--- src/rtl/udc_pkg.sv ---
package udc_pkg;
  typedef enum logic {ENC_ONEHOT = 1'b0, ENC_BINARY = 1'b1} enc_e;

  // true when exactly one bit of a state vector is set
  function automatic logic onehot_ok(input logic [63:0] vec, input int unsigned width);
    int unsigned ones;
    ones = 0;
    for (int unsigned i = 0; i < 64; i++)
      if (i < width && vec[i]) ones++;
    return ones == 1;
  endfunction
endpackage

--- src/rtl/udc_onehot_core.sv ---
module udc_onehot_core #(
  parameter int unsigned N_STATES = 4
) (
  input  logic                clk_i,
  input  logic                rst_ni,
  input  logic                dir_i,
  output logic [N_STATES-1:0] state_o
);
  localparam logic [N_STATES-1:0] HOME_CODE = {{(N_STATES-1){1'b0}}, 1'b1};

  logic [N_STATES-1:0] state_q;
  logic [N_STATES-1:0] step;
  logic [N_STATES-1:0] state_d;
  logic                legal;

  // each bit: predecessor when going up, successor when going down
  for (genvar i = 0; i < N_STATES; i++) begin : g_step
    localparam int unsigned PRV = (i + N_STATES - 1) % N_STATES;
    localparam int unsigned NXT = (i + 1) % N_STATES;
    assign step[i] = (dir_i & state_q[PRV]) | (~dir_i & state_q[NXT]);
  end

  assign legal   = udc_pkg::onehot_ok(64'(state_q), N_STATES);
  assign state_d = legal ? step : HOME_CODE;

  always_ff @(posedge clk_i or negedge rst_ni) begin
    if (!rst_ni) state_q <= HOME_CODE;
    else         state_q <= state_d;
  end

  assign state_o = state_q;

  AST_NEXT_ONEHOT: assert property (@(posedge clk_i) disable iff (!rst_ni)
    $onehot(state_d));

  AST_ILLEGAL_RECOVER: assert property (@(posedge clk_i) disable iff (!rst_ni)
    !$onehot(state_q) |=> state_q == HOME_CODE);
endmodule

--- src/rtl/udc_onehot_decode.sv ---
module udc_onehot_decode #(
  parameter int unsigned N_STATES = 4,
  localparam int unsigned CNT_W   = $clog2(N_STATES)
) (
  input  logic [N_STATES-1:0] state_i,
  output logic [CNT_W-1:0]    count_o
);
  // OR of state indices whose bit is set
  always_comb begin
    count_o = '0;
    for (int unsigned i = 0; i < N_STATES; i++)
      if (state_i[i]) count_o = count_o | CNT_W'(i);
  end
endmodule

--- src/rtl/udc_binary_core.sv ---
module udc_binary_core #(
  parameter int unsigned N_STATES = 4,
  localparam int unsigned CNT_W   = $clog2(N_STATES)
) (
  input  logic             clk_i,
  input  logic             rst_ni,
  input  logic             dir_i,
  output logic [CNT_W-1:0] count_o
);
  logic [CNT_W-1:0] cnt_q;
  logic [CNT_W-1:0] cnt_d;

  assign cnt_d = dir_i ? cnt_q + CNT_W'(1) : cnt_q - CNT_W'(1);

  always_ff @(posedge clk_i or negedge rst_ni) begin
    if (!rst_ni) cnt_q <= '0;
    else         cnt_q <= cnt_d;
  end

  assign count_o = cnt_q;

  AST_UP_STEP: assert property (@(posedge clk_i) disable iff (!rst_ni)
    dir_i |=> count_o == CNT_W'($past(count_o) + CNT_W'(1)));

  AST_DOWN_STEP: assert property (@(posedge clk_i) disable iff (!rst_ni)
    !dir_i |=> count_o == CNT_W'($past(count_o) - CNT_W'(1)));
endmodule

--- src/rtl/udc_counter.sv ---
module udc_counter #(
  parameter udc_pkg::enc_e ENC      = udc_pkg::ENC_ONEHOT,
  parameter int unsigned   N_STATES = 4,
  localparam int unsigned  CNT_W    = $clog2(N_STATES)
) (
  input  logic             clk_i,
  input  logic             rst_ni,
  input  logic             dir_i,
  output logic [CNT_W-1:0] count_o
);
  if (ENC == udc_pkg::ENC_ONEHOT) begin : g_onehot
    logic [N_STATES-1:0] state;
    udc_onehot_core #(.N_STATES(N_STATES)) u_core (
      .clk_i  (clk_i),
      .rst_ni (rst_ni),
      .dir_i  (dir_i),
      .state_o(state)
    );
    udc_onehot_decode #(.N_STATES(N_STATES)) u_dec (
      .state_i(state),
      .count_o(count_o)
    );
  end else begin : g_binary
    udc_binary_core #(.N_STATES(N_STATES)) u_core (
      .clk_i  (clk_i),
      .rst_ni (rst_ni),
      .dir_i  (dir_i),
      .count_o(count_o)
    );
  end

  always @(negedge clk_i)
    if (!rst_ni) AST_RESET_ZERO: assert (count_o == '0);
endmodule

--- config.mk ---
export PLATFORM = sky130hd
export DESIGN_NAME = udc_counter
export DESIGN_NICKNAME = d
export VERILOG_FILES = /design/src/rtl/udc_pkg.sv /design/src/rtl/udc_onehot_core.sv /design/src/rtl/udc_onehot_decode.sv /design/src/rtl/udc_binary_core.sv /design/src/rtl/udc_counter.sv
export SDC_FILE = /design/constraint.sdc
export NUM_CORES = 1
export LEC_CHECK = 0
export ABC_CLOCK_PERIOD_IN_PS = 3500
export CORE_AREA = 2 2 39 41
export DETAILED_ROUTE_END_ITERATION = 7
export DIE_AREA = 0 0 41 43
export GPL_ROUTABILITY_DRIVEN = 0
export PLACE_DENSITY_LB_ADDON = 0.12
export SLEW_MARGIN = 20
export SYNTH_ARGS = -nofsm -noshare
export SYNTH_HDL_FRONTEND = slang
export SYNTH_HIERARCHICAL = 1
export SYNTH_SLANG_ARGS = --single-unit
--- constraint.sdc ---
create_clock -name clk_i -period 3.5 [get_ports clk_i]
set_input_delay 0.525 -clock clk_i [delete_from_list [all_inputs] [get_ports clk_i]]
set_output_delay 0.525 -clock clk_i [all_outputs]
set_load 0.005 [all_outputs]
==> impl_metrics.toml <==
[run_status]
status = "complete, no violations"

[global_routing]
grt_first_pass_wirelength_um = 1179
antenna_found_initial = 0
grt_pass1_vias = 282
grtUsageTotal_pct = 10.49
overflow = 0
grt_max_degree = 10

[timing]
tightest_slew_ns = 0.5480
setup_tns_ns = 0
setup_ws_ns = 1.081
setup_viol = 0
hold_viol_final = 0
period_minus_slack_ns = 2.419
rsz0062_at_grt = "no"
fmax_ghz = 0.4134
maxSlewHeadroom_pct = 63.24
whs_ns = 0.4913
timing.final.max_slew_violations = 0
clock_skew_ns = 0.002150
fin_crit_sh_pct = 69.12

[synthesis]
ys_seq_area_share_pct = 32.53
yosys.cell_types.count = 20
syn_area_per_cell_um2 = 8.901
yosys_warnings = 6
synth_seq_cells = 4
synth_fp_nets = 41
netlist_instances = 35
mappedNetlistArea_um2 = 311.5

[floorplan]
core_area_um2 = 1384
die_x_um = 41
start_util_pct = 22.51
die_y_um = 43
die_area_um2 = 1763
io_pins = 5
std_cell_rows = 14

[final_layout]
layout-drive-gt1-share_pct = 12.20
nNetsFinal = 48
antennaDiodeCount = 0
largest_reg_flops = 4
ff_latch_area_um2 = 101.3
multiInputGateArea_um2 = 186.4
areaGrowthSynthToFinish_pct = 24.90
nFillCells = 151

[clock_tree]
ctsHoldBuffers = 0
cts_root_buf = "clkbuf_4"
cts_tree = "built"
cts.sinks = 4
insertion_delay_ns = 0.23
cts.clk_slew.worst_paths_ns = 0.04
cts.htree.levels = 1
cts_setup_buffers = 0
cts_resized = 0
cts_made_buffers = 3
clockBufferDepth = 2

[route]
final_antenna_net_count = 0
drt_first_pass_iters = 4
vias = 268
routed_via_density = 4.702
routed_wirelength_um = 693
avgRoutedWirePerCell_um = 12.16
drt-initial-drc-count = 1
drc = 0

[power]
ir_drop_uv = 321.3
leakagePower_nw = 0.1793
power_density_nw_per_um2 = 867.0

[setup_path]
end_kind = "flop"
path_buf_inv = 1
cpMostUsedCell = "ha_1"
path_class = "flop to flop"
crit_chain = "inv_1 > ha_1 > xor2_1 > ha_1 > and2b_2 > a221oi_1 > or4_1"
slowest_delay_ns = 0.55
slowest_stage = "dfstp_2"
worst_ep_required_time_ns = 3.64
cp_max_fo = 6
worst_setup_path_start_kind = "flop"
crit_family = "simple AND/OR/NAND/NOR gates"
arrival_ns = 2.56

[hold_path]
worstHoldPathType = "input port to asynchronous set/reset pin"

[placement]
portBuffers = 4
preCtsSetupSlack_ns = 1.096
dp_hpwl_um = 532.9

[job]
cap_viol_max_count = 0
-- worst reg2reg max path, cell delays in order (launching register included) --
cell and delay [ns]:
dfstp_2 0.55, inv_1 0.05, ha_1 0.37, xor2_1 0.18, ha_1 0.29, and2b_2 0.22, a221oi_1 0.13, or4_1 0.55
-- power breakdown --
| group | switching (mW) | internal, mW | total [mW] | leakage [nW] |
|---|---|---|---|---|
| Sequential | 0.0241 | 0.0681 | 0.0922 | 0.0509 |
| Combinational | 0.0934 | 0.0902 | 0.184 | 0.113 |
| Clock | 0.0188 | 0.0428 | 0.0616 | 0.0150 |
| Total | 0.136 | 0.201 | 0.337 | 0.179 |
-- cells in the mapped netlist, drive strengths merged --
cell type  count  share of area [%]
nor4           3                6.0
or2            2                4.0
ha             3                 12
and2b          1                2.8
o21ai          1                1.6
a221oi         1                2.8
a21oi          1                1.6
inv            4                4.8
dfrtp          3                 24
a211oi         1                2.4
buf            2                2.8
dfstp          1                8.4
nor3b          1                2.4
nor2           2                2.4
nand2          2                2.4
or4            1                2.4
xor2           2                5.6
mux2i          3                9.6
nand3          1                1.6
-- final timing paths --
kind,startpoint,end,slack (ns),cells past startpoint
min in group clk_i,g_onehot.u_core/state_o[0]$_DFF_PN1_,g_onehot.u_core/state_o[3]$_DFF_PN0_,0.63,2
worst max register to register,g_onehot.u_core/state_o[0]$_DFF_PN1_,g_onehot.u_core/state_o[0]$_DFF_PN1_,1.08,7
worst max-delay path,g_onehot.u_core/state_o[0]$_DFF_PN1_,g_onehot.u_core/state_o[0]$_DFF_PN1_,1.08,7
max in group asynchronous,rst_ni,g_onehot.u_core/state_o[0]$_DFF_PN1_,2.77,1
worst min register to register,g_onehot.u_core/state_o[0]$_DFF_PN1_,g_onehot.u_core/state_o[3]$_DFF_PN0_,0.63,2
worst min-delay path,rst_ni,g_onehot.u_core/state_o[2]$_DFF_PN0_,0.49,1
-- cell usage in the layout, fill, tap and decap left out, drive strengths merged --
cell type	synthesis	routed
inv	4	4
or2	2	2
a211oi	1	1
mux2i	3	3
o21ai	1	1
a221oi	1	1
dfstp	1	1
clkdlybuf4s50	0	4
ha	3	3
clkbuf	0	4
nand3	1	1
dfrtp	3	3
or4	1	1
nor2	2	2
and2b	1	1
nand2	2	2
xor2	2	2
nor3b	1	1
nor4	3	3
a21oi	1	1
-- kinds of logic (layout without fill, tap and decap cells) --
logic type	after synthesis	after routing	synth area share, %
flip-flops	4	4	32.53
buffers and inverters	6	12	7.626
XOR/XNOR	2	2	5.624
AND/OR/NAND/NOR	13	13	24.10
multiplexers	3	3	9.639
AO/OA/AOI/OAI	4	4	8.432
adder cells (fa/ha/maj)	3	3	12.05
-- routing by layer --
metal	routed length [µm]	vias to the layer above	GRT usage, %
met4	10	0	8.000
met1	280	128	11.44
met2	384	4	15.94
met5	0	-	0
li1	-	134	-
met3	17	2	3.141
-- final cells by class --
type                    count  area share [%]
clock buffers               4           6.752
inverters                   4           3.859
multi-input cells          25           47.91
flip-flops and latches      4           26.04
well taps                  16           5.145
repair buffers              4           10.29
-- through the flow --
step | utilization [%] | instance area [µm²] | total power [mW] | std cells
2_1_floorplan | - | 311.5 | 0.2160 | 35
3_3_place_gp | 26.22 | 362.8 | 0.2610 | 53
3_5_place_dp | 26.22 | 362.8 | 0.2732 | 53
4_1_cts | 28.12 | 389.1 | 0.3390 | 57
5_1_grt | 28.12 | 389.1 | 0.3699 | 57
6_report | 28.12 | 389.1 | 0.3374 | 57
Power figures use the tool's default switching activity.
